<file path="src/rtl/byte_core_pkg.sv">
package byte_core_pkg;

    localparam int INSTR_W = 16;
    localparam int DATA_W  = 8;
    localparam int NREGS   = 32;
    localparam int IDX_W   = $clog2(NREGS);

    typedef enum logic [1:0] {
        PH_RUN  = 2'd0,
        PH_ADDR = 2'd1,
        PH_WB   = 2'd2
    } phase_e;

    typedef struct packed {
        logic               is_add;
        logic               is_and;
        logic               is_nop;
        logic               is_ldi;
        logic               is_lds;
        logic [IDX_W-1:0]   rd;
        logic [IDX_W-1:0]   rr;
        logic [IDX_W-1:0]   ldi_rd;
        logic [DATA_W-1:0]  imm;
    } dec_t;

endpackage

</file>
<file path="src/rtl/core_decoder.sv">
module core_decoder
    import byte_core_pkg::*;
(
    input  logic [INSTR_W-1:0] word_i,
    output dec_t               dec_o
);
    always_comb begin
        dec_o        = '0;
        dec_o.is_add = (word_i[15:10] == 6'b000011);
        dec_o.is_and = (word_i[15:10] == 6'b001000);
        dec_o.is_nop = (word_i == '0);
        dec_o.is_ldi = (word_i[15:12] == 4'b1110);
        dec_o.is_lds = (word_i[15:9] == 7'b1001000) && (word_i[3:0] == 4'b0000);
        // destination field is contiguous, source field is split
        dec_o.rd     = word_i[8:4];
        dec_o.rr     = {word_i[9], word_i[3:0]};
        // constant load reaches only the upper half of the file
        dec_o.ldi_rd = {1'b1, word_i[7:4]};
        dec_o.imm    = {word_i[11:8], word_i[3:0]};
    end
endmodule

</file>
<file path="src/rtl/core_alu.sv">
module core_alu
    import byte_core_pkg::*;
(
    input  logic [DATA_W-1:0] a_i,
    input  logic [DATA_W-1:0] b_i,
    input  logic              sel_and_i,
    output logic [DATA_W-1:0] res_o,
    output logic              carry_o,
    output logic              zero_o
);
    logic [DATA_W:0] sum;

    always_comb begin
        sum     = {1'b0, a_i} + {1'b0, b_i};
        res_o   = sel_and_i ? (a_i & b_i) : sum[DATA_W-1:0];
        carry_o = sum[DATA_W];
        zero_o  = (res_o == '0);
    end
endmodule

</file>
<file path="src/rtl/core_regfile.sv">
module core_regfile
    import byte_core_pkg::*;
(
    input  logic              clk,
    input  logic              rst_n,
    input  logic [IDX_W-1:0]  ra_idx,
    input  logic [IDX_W-1:0]  rb_idx,
    input  logic [IDX_W-1:0]  dbg_idx,
    output logic [DATA_W-1:0] ra_dat,
    output logic [DATA_W-1:0] rb_dat,
    output logic [DATA_W-1:0] dbg_dat,
    input  logic              we,
    input  logic [IDX_W-1:0]  w_idx,
    input  logic [DATA_W-1:0] w_dat
);
    logic [DATA_W-1:0] regs_q [NREGS];

    always_ff @(posedge clk or negedge rst_n) begin
        if (!rst_n) begin
            for (int i = 0; i < NREGS; i++) regs_q[i] <= '0;
        end else if (we) begin
            regs_q[w_idx] <= w_dat;
        end
    end

    assign ra_dat  = regs_q[ra_idx];
    assign rb_dat  = regs_q[rb_idx];
    assign dbg_dat = regs_q[dbg_idx];
endmodule

</file>
<file path="src/rtl/byte_core.sv">
module byte_core
    import byte_core_pkg::*;
#(
    parameter int PC_W = 16
) (
    input  logic                clk,
    input  logic                rst_n,
    output logic [PC_W-1:0]     pmem_addr,
    input  logic [INSTR_W-1:0]  pmem_rdata,
    output logic                dmem_rd,
    output logic [INSTR_W-1:0]  dmem_addr,
    input  logic [DATA_W-1:0]   dmem_rdata,
    input  logic [IDX_W-1:0]    dbg_sel,
    output logic [DATA_W-1:0]   dbg_data,
    output logic                flag_z,
    output logic                flag_c,
    output logic                illegal_o
);
    typedef struct packed {
        logic [PC_W-1:0]  pc;
        phase_e           phase;
        logic [IDX_W-1:0] ld_rd;
        logic             z;
        logic             c;
        logic             ill;
    } core_st_t;

    core_st_t          st_d, st_q;
    dec_t              dec;
    logic [DATA_W-1:0] ra_dat, rb_dat, alu_res;
    logic              alu_c, alu_z;
    logic              rf_we;
    logic [IDX_W-1:0]  rf_widx;
    logic [DATA_W-1:0] rf_wdat;
    logic              in_run;

    core_decoder u_dec (
        .word_i (pmem_rdata),
        .dec_o  (dec)
    );

    core_regfile u_rf (
        .clk     (clk),
        .rst_n   (rst_n),
        .ra_idx  (dec.rd),
        .rb_idx  (dec.rr),
        .dbg_idx (dbg_sel),
        .ra_dat  (ra_dat),
        .rb_dat  (rb_dat),
        .dbg_dat (dbg_data),
        .we      (rf_we),
        .w_idx   (rf_widx),
        .w_dat   (rf_wdat)
    );

    core_alu u_alu (
        .a_i       (ra_dat),
        .b_i       (rb_dat),
        .sel_and_i (dec.is_and),
        .res_o     (alu_res),
        .carry_o   (alu_c),
        .zero_o    (alu_z)
    );

    always_comb begin
        st_d     = st_q;
        st_d.ill = 1'b0;
        rf_we    = 1'b0;
        rf_widx  = dec.rd;
        rf_wdat  = alu_res;
        unique case (st_q.phase)
            PH_RUN: begin
                st_d.pc = st_q.pc + 1'b1;
                if (dec.is_add || dec.is_and) begin
                    rf_we  = 1'b1;
                    st_d.z = alu_z;
                    if (dec.is_add) st_d.c = alu_c;
                end else if (dec.is_ldi) begin
                    rf_we   = 1'b1;
                    rf_widx = dec.ldi_rd;
                    rf_wdat = dec.imm;
                end else if (dec.is_lds) begin
                    st_d.ld_rd = dec.rd;
                    st_d.phase = PH_ADDR;
                end else if (!dec.is_nop) begin
                    st_d.ill = 1'b1;
                end
            end
            PH_ADDR: begin
                st_d.pc    = st_q.pc + 1'b1;
                st_d.phase = PH_WB;
            end
            PH_WB: begin
                rf_we      = 1'b1;
                rf_widx    = st_q.ld_rd;
                rf_wdat    = dmem_rdata;
                st_d.phase = PH_RUN;
            end
            default: st_d.phase = PH_RUN;
        endcase
    end

    always_ff @(posedge clk or negedge rst_n) begin
        if (!rst_n) begin
            st_q       <= '0;
            st_q.phase <= PH_RUN;
        end else begin
            st_q <= st_d;
        end
    end

    assign in_run    = (st_q.phase == PH_RUN);
    assign pmem_addr = st_q.pc;
    assign dmem_rd   = (st_q.phase == PH_ADDR);
    assign dmem_addr = pmem_rdata;
    assign flag_z    = st_q.z;
    assign flag_c    = st_q.c;
    assign illegal_o = st_q.ill;
endmodule

</file>
<file path="config.mk">
export PLATFORM = sky130hd
export DESIGN_NAME = byte_core
export DESIGN_NICKNAME = d
export VERILOG_FILES = /design/src/rtl/byte_core_pkg.sv /design/src/rtl/core_decoder.sv /design/src/rtl/core_alu.sv /design/src/rtl/core_regfile.sv /design/src/rtl/byte_core.sv
export SDC_FILE = /design/constraint.sdc
export NUM_CORES = 1
export LEC_CHECK = 0
export ABC_AREA = 1
export ABC_CLOCK_PERIOD_IN_PS = 2800
export BUFFER_PORTS_ARGS = -buffer_cell sky130_fd_sc_hd__buf_2
export CORE_MARGIN = 3
export CORE_UTILIZATION = 24
export DETAILED_ROUTE_END_ITERATION = 8
export PLACE_DENSITY = 0.48
export SYNTH_ARGS = -nofsm -noshare
export SYNTH_HDL_FRONTEND = slang
export SYNTH_HIERARCHICAL = 1
export SYNTH_SLANG_ARGS = --single-unit
</file>
<file path="constraint.sdc">
create_clock -name clk -period 2.8 [get_ports clk]
set_input_delay 0.56 -clock clk [delete_from_list [all_inputs] [get_ports clk]]
set_output_delay 0.56 -clock clk [all_outputs]
set_load 0.01 [all_outputs]
</file>
==> impl_metrics.yaml <==
setup_path:
  critical_path_s_slowest_cell: "sky130_fd_sc_hd__ha_4"
  crit_path_end_kind: "flip-flop"
  worst-path-max-fanout: 12
  critical_path_arrival_ps: 3360
  worst_setup_path_startpoint: "pmem_rdata[0]"
  crit_required_ps: 3290
  setup.worst_path.start_class: "primary input"
  critical_path.reg2reg.startpoint: "u_rf/regs_q[161]"
  timing.critical_path.slowest_cell_delay_ps: 300
  path_class: "in2reg"
drt:
  num_vias: 22430
  post-route-drc-count: 0
  detail-route-antenna-nets: 0
  firstDrtPassIters: 6
  detailed_route_wl_um: 94180
  routedWlPerCell_um: 21.25
  detail_route.vias_per_cell: 5.062
  drt_first_iter_violations: 2668
timing:
  max_freq_mhz: 348.6
  setup_ws_ps: -68.60
  fin_skew_ps: 20.92
  layout_worst_path_cycle_share_pct: 102.5
  finalSetupTns_ps: -1441
  final_hold_violations: 0
  setup_repair_after_global_routing_missed_its_margin: "true"
  timing.final.crit_period_ps: 2869
  max-slew-margin-rel_pct: 54.18
  max_slew.worst_pin.slew_ps: 687.4
  final-max-slew-violation-count: 0
  setup_viol_count_final: 40
clock_network:
  tritoncts: "built"
  cts_made_buffers: 37
  clkTransAtPathRegs_ps: 60
  clk_path_buf_depth: 3
  numClockSinks: 282
  clock_insertion_delay_worst_skew_ps: 570
  clockRootBuffer: "sky130_fd_sc_hd__clkbuf_16"
  cts-htree-levels: 2
global_route:
  via_count_of_the_first_global_routing_pass: 20670
  grt_remaining_overflow: 0
  grt_pass1_wl_um: 133800
  pin_count_of_the_biggest_net_entering_global_routing: 113
  antenna_found_initial: 0
  grt_util_all_layers_pct: 20.45
synth:
  netlist-cell-type-count: 34
  synth.net_count: 3209
  postSynthAreaPerCell_sq_um: 6.181
  syn-instance-count: 3168
  ys_seq_area_share_pct: 36.04
  synth_area_sq_um: 19580
  synth-seq-cells: 282
  yosys_warnings: 6
power_and_ir_drop:
  power.share.switching_pct: 35.44
  seqPwrFrac_pct: 35.5
  power.leakage_uw: 0.01233
  share_comb_of_total_power_pct: 29.2
  net-switching-power_uw: 4918
  internal_power_uw: 8961
  cellPowerDensity_nw_per_um2: 520.3
  power.share.clock_pct: 35.3
  peakVddDrop_mv: 0.3700
  fin_total_pwr_uw: 13880
floorplanning:
  io_pins: 75
  dieHeight_um: 291.6
  die_span_in_x_um: 291.6
  start_util_pct: 24.27
  fp-row-count: 104
  floorplan.die_area_sq_um: 85050
  core_area_sq_um: 80680
layout:
  area_growth_pct: 36.22
  post_layout_nonfiller_instances: 4431
  final_common_cell: "sky130_fd_sc_hd__nand2_1"
  final.fill_count: 8780
  final_layout_size_suffix_gt1_share_pct: 22.46
  finish.net_count: 3386
  layout.cells.most_common_list: "sky130_fd_sc_hd__nand2_1, sky130_fd_sc_hd__nand3_1, sky130_fd_sc_hd__dfrtp_1, sky130_fd_sc_hd__buf_4, sky130_fd_sc_hd__o21ai_0"
  final_core_utilization_pct: 33.06
placement:
  buffer_ports.inserted: 74
  dpl.cell_count: 4299
  estimated_wirelength_of_the_detail_placed_design_um: 59530
  routability_cong: 0.8808
  pre_cts_slack_ps: -645.7
worst_hold_path:
  min-delay-path-class: "in2async"
outcome:
  failed_checks: "negative setup slack"
  outcome: "complete, but fails checks"
job:
  max_cap_violations: 0
-- cell type report --
class	count	area, sq um	area share [%]
Multi-Input combinational cell	2494	11760	44.10
Sequential cell	282	7061	26.47
Timing Repair Buffer	411	4771	17.89
Tap cell	1060	1326	4.972
Clock buffer	56	1100	4.123
Inverter	118	545.5	2.045
Clock inverter	8	93.84	0.3518
Timing Repair inverter	1	11.26	0.04222
Antenna cell	1	2.502	0.009381
-- per-layer routing --
metal  track usage (%)  share of wire [%]  up-vias
met5                 0                  0        -
met3             2.670                7.4      183
li1                  -                  -    10540
met1             27.90                 44    10740
met4             7.758                3.8        0
met2             32.98                 45      969
-- metrics by stage --
step,instance area [sq um],hold WS (ps)
floorplan,20540,264.4
CTS,25150,453.5
global route,26670,478.3
detailed placement,23310,424.1
finish,26670,452.6
global placement,23310,422.4
-- flip-flops by register name, summed over array words and instances, names as in the netlist --
| register | count |
|---|---|
| pmem_addr | 16 |
| illegal_o | 1 |
| flag_z | 1 |
| u_rf/regs_q | 256 |
| flag_c | 1 |
| st_q | 7 |
-- power groups by stage --
stage,clock network (uW),logic [uW],registers [uW]
final,4900,4050,4930
after global routing,5150,4370,4980
after CTS,5000,3550,4910
after detailed placement,0,3320,4980
after global placement,0,3310,4990
after floorplan,0,2080,4840
-- worst max-delay path: cells and delay by family --
family                   cells  cell delay [ps]
adder cells (fa/ha/maj)      1              300
buffers and inverters        8             1020
AND/OR/NAND/NOR             18             1350
AO/OA/AOI/OAI                1              120
-- cells in the mapped netlist --
cell type                  count  area [sq um]
sky130_fd_sc_hd__xor2_1        5         43.79
sky130_fd_sc_hd__buf_1        31         116.4
sky130_fd_sc_hd__nor4_4        2         42.54
sky130_fd_sc_hd__clkbuf_1    178         668.1
sky130_fd_sc_hd__nor3_2        8         80.08
sky130_fd_sc_hd__ha_1         10         125.1
sky130_fd_sc_hd__nor3_4        1         16.27
sky130_fd_sc_hd__nand4_1       3         18.77
sky130_fd_sc_hd__inv_1       104         390.4
sky130_fd_sc_hd__o31ai_1       1         7.510
sky130_fd_sc_hd__nor2_4        2         22.52
sky130_fd_sc_hd__or2_2         1         6.260
sky130_fd_sc_hd__o21ai_1      28         140.1
sky130_fd_sc_hd__o21bai_1      7         52.55
sky130_fd_sc_hd__conb_1        1         3.750
sky130_fd_sc_hd__a31oi_1       1         6.260
sky130_fd_sc_hd__dfrtp_1     282          7057
sky130_fd_sc_hd__nand2_2       5         31.28
sky130_fd_sc_hd__o21ai_2       1         8.760
sky130_fd_sc_hd__buf_4        59         442.9
sky130_fd_sc_hd__nor3_1        5         25.02
sky130_fd_sc_hd__inv_2        14         52.55
sky130_fd_sc_hd__nor2_1       48         180.2
sky130_fd_sc_hd__buf_2         5         25.02
sky130_fd_sc_hd__o21ai_0     231          1156
sky130_fd_sc_hd__nand3b_1      2         15.01
sky130_fd_sc_hd__nand2_1    1482          5563
sky130_fd_sc_hd__nand3_2       1         10.01
sky130_fd_sc_hd__xnor2_1       2         17.52
sky130_fd_sc_hd__buf_6         1         11.26
sky130_fd_sc_hd__a21oi_1      22         110.1
sky130_fd_sc_hd__nor2_2        5         31.28
sky130_fd_sc_hd__nand3_1     619          3098
sky130_fd_sc_hd__nor4_1        1         6.260
-- what timing repair did --
item	in CTS	in global routing
resized for setup	60	278
hold endpoints to repair	22	0
pin swaps	16	78
cloned	10	22
hold buffers	1	0
buffers inserted	14	22
endpoints found under the setup margin	87	234
-- worst paths after layout --
kind                                          to  slack (ps)  cells after the start
min in group clk                         st_q[4]         490                      2
max in group asynchronous       u_rf/regs_q[125]        1400                      3
worst min register to register           st_q[4]         490                      2
worst max register to register  u_rf/regs_q[246]           0                     24
worst max-delay path            u_rf/regs_q[246]         -70                     28
worst min-delay path             u_rf/regs_q[59]         450                      2
-- cell families after synthesis --
kind of cell	Yosys count	synth area share, %
adders and majority gates	10	0.6390
DFF	282	36.04
other	1	0.01915
and+or+nand+nor	2185	46.71
AOI/OAI and AO/OA	291	7.566
xor gates and xnor gates	7	0.3131
buffers and inverters	392	8.716
Power figures use the tool's default switching activity.
